File: config.mk
export PLATFORM = sky130hd
export DESIGN_NAME = iova_xlate
export DESIGN_NICKNAME = d
export VERILOG_FILES = /design/src/rtl/iova_pkg.sv /design/src/rtl/iova_entry_addr.sv /design/src/rtl/iova_pte_check.sv /design/src/rtl/iova_xlate.sv
export SDC_FILE = /design/constraint.sdc
export NUM_CORES = 1
export LEC_CHECK = 0
export CORE_ASPECT_RATIO = 0.8
export CORE_MARGIN = 3
export CORE_UTILIZATION = 40
export DETAILED_ROUTE_END_ITERATION = 10
export PLACE_DENSITY = 0.76
export SLEW_MARGIN = 40
export SYNTH_ARGS = -nofsm -noshare
export SYNTH_HDL_FRONTEND = slang
export SYNTH_SLANG_ARGS = --single-unit
File: constraint.sdc
create_clock -name clk -period 3.9 [get_ports clk]
set_input_delay 0.39 -clock clk [delete_from_list [all_inputs] [get_ports clk]]
set_output_delay 0.39 -clock clk [all_outputs]
set_load 0.005 [all_outputs]
File: src/rtl/iova_pkg.sv
package iova_pkg;
    typedef enum logic [2:0] {
        ST_IDLE,
        ST_FETCH,
        ST_CHECK,
        ST_DONE,
        ST_FAULT
    } xl_state_e;

    localparam int PTE_VALID_BIT = 1;
    localparam int PTE_WRITE_BIT = 2;
    localparam int PPN_LSB       = 8;
    localparam int PPN_MSB       = 26;
    localparam int BASE_SHIFT    = 4;
    localparam int FST_RD_BIT    = 18;
    localparam logic [31:0] FST_FIXED = 32'hC082_0000;
endpackage

File: src/rtl/iova_entry_addr.sv
module iova_entry_addr #(
    parameter int AW         = 32,
    parameter int PAGE_SHIFT = 12
) (
    input  logic [AW-1:0] base,
    input  logic [AW-1:0] win,
    input  logic [AW-1:0] vaddr,
    output logic [AW-1:0] entry_addr
);
    import iova_pkg::*;
    localparam int IDX_SHIFT = PAGE_SHIFT - 2;

    logic [AW-1:0] masked;
    logic [AW-1:0] scaled;

    always_comb begin
        masked     = vaddr & ~win;
        scaled     = (masked >> IDX_SHIFT) & ~AW'(3);
        entry_addr = (base << BASE_SHIFT) + scaled;
    end
endmodule

File: src/rtl/iova_pte_check.sv
module iova_pte_check #(
    parameter int PAGE_SHIFT = 12,
    localparam int PA_W = iova_pkg::PPN_MSB - iova_pkg::PPN_LSB + 1 + PAGE_SHIFT
) (
    input  logic [31:0]           pte,
    input  logic                  is_write,
    input  logic [PAGE_SHIFT-1:0] offset,
    output logic                  ok,
    output logic [PA_W-1:0]       pa
);
    import iova_pkg::*;

    always_comb begin
        ok = pte[PTE_VALID_BIT] && (!is_write || pte[PTE_WRITE_BIT]);
        pa = {pte[PPN_MSB:PPN_LSB], offset};
    end
endmodule

File: src/rtl/iova_xlate.sv
module iova_xlate #(
    parameter int AW         = 32,
    parameter int PAGE_SHIFT = 12,
    localparam int PA_W = iova_pkg::PPN_MSB - iova_pkg::PPN_LSB + 1 + PAGE_SHIFT
) (
    input  logic            clk,
    input  logic            rst_n,
    input  logic            req_valid,
    output logic            req_ready,
    input  logic [AW-1:0]   req_vaddr,
    input  logic            req_write,
    input  logic [AW-1:0]   pt_base,
    input  logic [AW-1:0]   win_start,
    output logic            mem_req_valid,
    input  logic            mem_req_ready,
    output logic [AW-1:0]   mem_req_addr,
    input  logic            mem_rsp_valid,
    input  logic [31:0]     mem_rsp_data,
    output logic            done,
    output logic [PA_W-1:0] pa,
    output logic            fault,
    output logic [31:0]     fault_status,
    output logic [AW-1:0]   fault_addr
);
    import iova_pkg::*;

    xl_state_e state_q, state_d;

    logic [AW-1:0]   vaddr_q;
    logic            write_q;
    logic [AW-1:0]   eaddr_q;
    logic            sent_q;
    logic [31:0]     pte_q;
    logic [PA_W-1:0] pa_q;
    logic [31:0]     fstat_q;
    logic [AW-1:0]   faddr_q;

    logic [AW-1:0]   eaddr_c;
    logic            pte_ok;
    logic [PA_W-1:0] pa_c;

    iova_entry_addr #(.AW(AW), .PAGE_SHIFT(PAGE_SHIFT)) u_eaddr (
        .base       (pt_base),
        .win        (win_start),
        .vaddr      (req_vaddr),
        .entry_addr (eaddr_c)
    );

    iova_pte_check #(.PAGE_SHIFT(PAGE_SHIFT)) u_check (
        .pte      (pte_q),
        .is_write (write_q),
        .offset   (vaddr_q[PAGE_SHIFT-1:0]),
        .ok       (pte_ok),
        .pa       (pa_c)
    );

    // Next-state decision
    always_comb begin
        state_d = state_q;
        unique case (state_q)
            ST_IDLE:  if (req_valid) state_d = ST_FETCH;
            ST_FETCH: if (sent_q && mem_rsp_valid) state_d = ST_CHECK;
            ST_CHECK: state_d = pte_ok ? ST_DONE : ST_FAULT;
            ST_DONE:  state_d = ST_IDLE;
            ST_FAULT: state_d = ST_IDLE;
            default:  state_d = ST_IDLE;
        endcase
    end

    // State register
    always_ff @(posedge clk) begin
        if (!rst_n) state_q <= ST_IDLE;
        else        state_q <= state_d;
    end

    // Datapath registers
    always_ff @(posedge clk) begin
        if (!rst_n) begin
            vaddr_q <= '0;
            write_q <= 1'b0;
            eaddr_q <= '0;
            sent_q  <= 1'b0;
            pte_q   <= '0;
            pa_q    <= '0;
            fstat_q <= '0;
            faddr_q <= '0;
        end else begin
            unique case (state_q)
                ST_IDLE: begin
                    sent_q <= 1'b0;
                    if (req_valid) begin
                        vaddr_q <= req_vaddr;
                        write_q <= req_write;
                        eaddr_q <= eaddr_c;
                    end
                end
                ST_FETCH: begin
                    if (!sent_q && mem_req_ready) sent_q <= 1'b1;
                    if (sent_q && mem_rsp_valid) pte_q <= mem_rsp_data;
                end
                ST_CHECK: begin
                    if (pte_ok) begin
                        pa_q <= pa_c;
                    end else begin
                        fstat_q <= FST_FIXED | (32'(!write_q) << FST_RD_BIT);
                        faddr_q <= {vaddr_q[AW-1:PAGE_SHIFT], {PAGE_SHIFT{1'b0}}};
                    end
                end
                ST_DONE, ST_FAULT: ;
                default: ;
            endcase
        end
    end

    // Outputs
    always_comb begin
        req_ready     = (state_q == ST_IDLE);
        mem_req_valid = (state_q == ST_FETCH) && !sent_q;
        mem_req_addr  = eaddr_q;
        done          = (state_q == ST_DONE);
        fault         = (state_q == ST_FAULT);
        pa            = pa_q;
        fault_status  = fstat_q;
        fault_addr    = faddr_q;
    end

    AST_PULSE_EXCL: assert property (@(posedge clk) disable iff (!rst_n)
        !(done && fault));
    AST_DONE_PULSE: assert property (@(posedge clk) disable iff (!rst_n)
        (done || fault) |=> (req_ready && !done && !fault));
    AST_IDLE_NO_MEM: assert property (@(posedge clk) disable iff (!rst_n)
        req_ready |-> !mem_req_valid);
    AST_REQ_HOLD: assert property (@(posedge clk) disable iff (!rst_n)
        (mem_req_valid && !mem_req_ready) |=> (mem_req_valid && $stable(mem_req_addr)));
    AST_ONE_REQ: assert property (@(posedge clk) disable iff (!rst_n)
        (mem_req_valid && mem_req_ready) |=> !mem_req_valid);
    AST_FAULT_CODE: assert property (@(posedge clk) disable iff (!rst_n)
        fault |-> (fault_status[31:30] == 2'b11 && fault_status[23:20] == 4'h8
                   && fault_status[17] && fault_addr[PAGE_SHIFT-1:0] == '0));
    AST_STATUS_KEEP: assert property (@(posedge clk) disable iff (!rst_n)
        done |-> $stable(fault_status));
endmodule

==> results.md <==
* Worst hold margin at about 0.45 ns
* Worst-path clk slew at about 0.07 ns
* Highest clock rate at about 370 MHz
* Power Total at around 0.0038 W
* Bufs and invs on worst path at 1
* Post-CTS setup buffers at 0
* Fraction of layout cells with a size suffix above 1 at under 10%
* Start of the worst register-to-register path: state_q[0]
* Routed via count at 6028
* EDFF count, synth at 0
* Clock Tree Buf Depth at 2
* Core box area at roughly 0.016 mm^2
* Top delay family on crit path: compound AO/OA/AOI/OAI gates
* DRC at 0
* Pwr Density at between 400 and 500 mW/mm^2
* Starting density of the core at 41.8%
* Nets at about 1200
* Detailed placement HPWL at approximately 13 mm
* Critical Path End Type: register
* Hold_buf cts at 0
* Worst skew pair latency at 0.42 ns
* Mapped cell area at 0.00678 mm^2
* I/O pin cnt at about 270
* FF-to-FF End: mem_req_addr[23]
* Clock Sinks at 141
* Port Buffers at 196
* # setup viols final at 0
* Global Route Usage Sum at around a fifth
* Worst hold path type: register to register
* Crit share post-route at 69.5%
* Cell Rows at between 40 and 50
* Initial antenna violation count at 0
* Peak supply drop at approximately 0.26 mV
* N_diodes at 0
* Relative slew margins at between 50% and 60%
* Yosys top cell area share at about two fifths
* Hold depth at 2
* Ys flop type: dfxtp_1
* RSZ-0062 raised after global routing: false
* Reg2Reg Depth at 5
* YS warnings at 0
* Final GP Congestion at 0.859
* Vias in the first global route at between 5000 and 6000
* Req. time, crit path at between 4 and 5 ns
* Count of cell types in the netlist at 52
* Area growth syn-to-layout at 37.3%
* Average wire per standard cell at between 10 and 15 um
* CTS Root Buffer Type: clkbuf_16
* Max Slew Vio Count at 0
* WL final at around 18 mm
* Post-cts gate resize count at 0
* CP max-delay cell: a22oi_1
* Post-synth ARST share at 0%
* Status: finished clean
* Final Critical Period at approximately 2.7 ns
* Final core utilization at between 50% and 60%
* Largest stage delay, worst path at roughly 0.43 ns
* Die area at ~0.019 mm^2
* Crit path arrival time at about 3.0 ns
* ANT nets after route at 0
* Chip width at 152 um
* #FFs+latches synth at roughly 140
* Placed Instance Area at 0.00870 mm^2
* Final Hold Viols at 0
* Total CTS buffers at 17
* Leakage at ~3.4 nW
* Most common cell on crit path: a21oi_1
* Max-cap violation count at 0
* Setup Total Neg Slack at 0 ns
* Worst Setup SP: req_vaddr[14]
* DR pass1 iterations at 5
* Total gr overflow at 0
* Worst Max-Slew Pin Slew at about 0.63 ns
* R2R Setup Slk at between 1.5 and 2 ns
* Design area at 0.00931 mm^2
* Crit path max fanout at 4
* Leading area contributor after synthesis: dfxtp_1
* Drt via density at 4.88
* Worst-path cell chain: clkdlybuf4s50_1 -> nor2b_1 -> ha_1 -> fa_1 -> a21oi_1 -> o221ai_2 -> a22oi_1 -> a211oi_2 -> nand3_1 -> xor2_1 -> a21oi_1
* Clock skew at 0.0127 ns
* Mapped Cells at about 840
* Crit path launch type: primary input
* CP Class: primary input to register
* Chip Height at about 120 um
* Global-route wire length before repair at ~28 mm
* CTS tree: built
* Largest net degree at the start of global routing at 102
* Sequential share of the synthesized area at 41.6%
* End of the critical path: mem_req_addr[28]
* Syn_area_per_cell at ~8 um^2
* H-tree depth at 4
* Crit path depth at 11
* Area contributors post-synth: dfxtp_1 (42%), nand2_1 (14%), a21boi_0 (13%), buf_4 (4.9%), ha_1 (3.3%)
* Iteration-0 DRC Markers at 312
## flip-flops by register name, indices dropped and copies added (netlist names)
| register | count |
|---|---|
| fault_addr | 20 |
| fault_status | 2 |
| mem_req_addr | 30 |
| pa | 31 |
| pte_q | 21 |
| sent_q | 1 |
| state_q | 3 |
| vaddr_q | 32 |
| write_q | 1 |
## Yosys cell counts, types with 2 or more instances
library cell,instances
xnor2_1,14
clkbuf_1,33
o211a_1,2
nor2_1,17
o21bai_1,4
nand4_1,6
nand2_1,250
nand2b_1,5
ha_1,18
nor2b_1,19
inv_1,5
a21o_1,5
a21boi_0,114
o21ai_0,29
dfxtp_1,141
buf_4,44
and4_1,2
nor3_1,6
a21oi_1,25
a31o_2,2
buf_1,2
xor2_1,5
and3_1,6
buf_2,14
nand3b_1,2
nand3_1,20
a31oi_1,3
o21a_1,3
and2_1,14
nor3b_1,3
o211ai_1,2
## cells in the final DEF, fill, tap and decap left out, types with 3 or more instances in the layout
| cell | n |
|---|---|
| conb_1 | 41 |
| dfxtp_1 | 141 |
| buf_4 | 8 |
| nand3_1 | 20 |
| clkdlybuf4s50_1 | 195 |
| a31oi_1 | 3 |
| nor2_1 | 17 |
| nor2b_1 | 19 |
| o21bai_1 | 4 |
| ha_1 | 18 |
| a21oi_1 | 25 |
| xnor2_1 | 14 |
| inv_6 | 6 |
| nand2b_1 | 5 |
| inv_1 | 5 |
| nor3_1 | 5 |
| a21boi_0 | 114 |
| and3_1 | 6 |
| clkbuf_16 | 17 |
| nand2_1 | 247 |
| o21a_1 | 3 |
| nand4_1 | 6 |
| nor3b_1 | 3 |
| nand2_2 | 3 |
| and2_1 | 13 |
| xor2_1 | 5 |
| a21o_1 | 5 |
| o21ai_0 | 29 |
## report_power, final
| group | internal (W) | leakage [nW] | switching [W] | total [W] |
|---|---|---|---|---|
| Sequential | 0.00152 | 1.15 | 0.0000433 | 0.00156 |
| Clock | 0.000964 | 0.290 | 0.000683 | 0.00165 |
| Combinational | 0.000316 | 1.97 | 0.000303 | 0.000619 |
| Total | 0.00280 | 3.41 | 0.00103 | 0.00383 |
## worst min-delay path, cell delays in order (launching register included)
cell      delay, ns
dfxtp_1        0.31
nand2_1        0.05
a21boi_0       0.06
## cells by family after synthesis
group	synth area share, %
adder cells (fa/ha/maj)	3.62
multiplexers	0.148
other	0.0553
AO/OA/AOI/OAI	21.1
buffers and inverters	8.12
XOR/XNOR	2.45
AND/OR/NAND/NOR	22.9
flip-flops	41.6
## how the worst min path moves through the flow
stage                start             end  slack [ns]
6_report         pte_q[20]          pa[24]        0.45
5_1_grt        vaddr_q[11]          pa[11]        0.48
4_1_cts          pte_q[18]          pa[22]        0.46
3_5_place_dp   vaddr_q[13]  fault_addr[13]        0.46
3_3_place_gp    vaddr_q[2]           pa[2]        0.45
2_1_floorplan  vaddr_q[12]  fault_addr[12]        0.44
## metrics by stage
step                      setup WS [ns]  std cells
after global routing              0.999       1234
after CTS                          1.22       1234
after floorplan                    1.59        876
final                              1.19       1234
after detailed placement          0.771       1202
after global placement            0.804       1200
## cell type report
type	instances	area [um^2]
clock buffers	17	425
clock inverters	15	178
fillers	1529	6900
inverters	5	18.8
multi-input cells	637	3570
flip-flops and latches	141	2820
well taps	215	269
repair buffers	204	2020
## layer usage
metal	global-route usage, %	wire length [um]
met1	25.6	8430
met2	27.6	7590
met3	8.38	1820
met4	4.38	112
met5	0	0
Power figures use the tool's default switching activity.
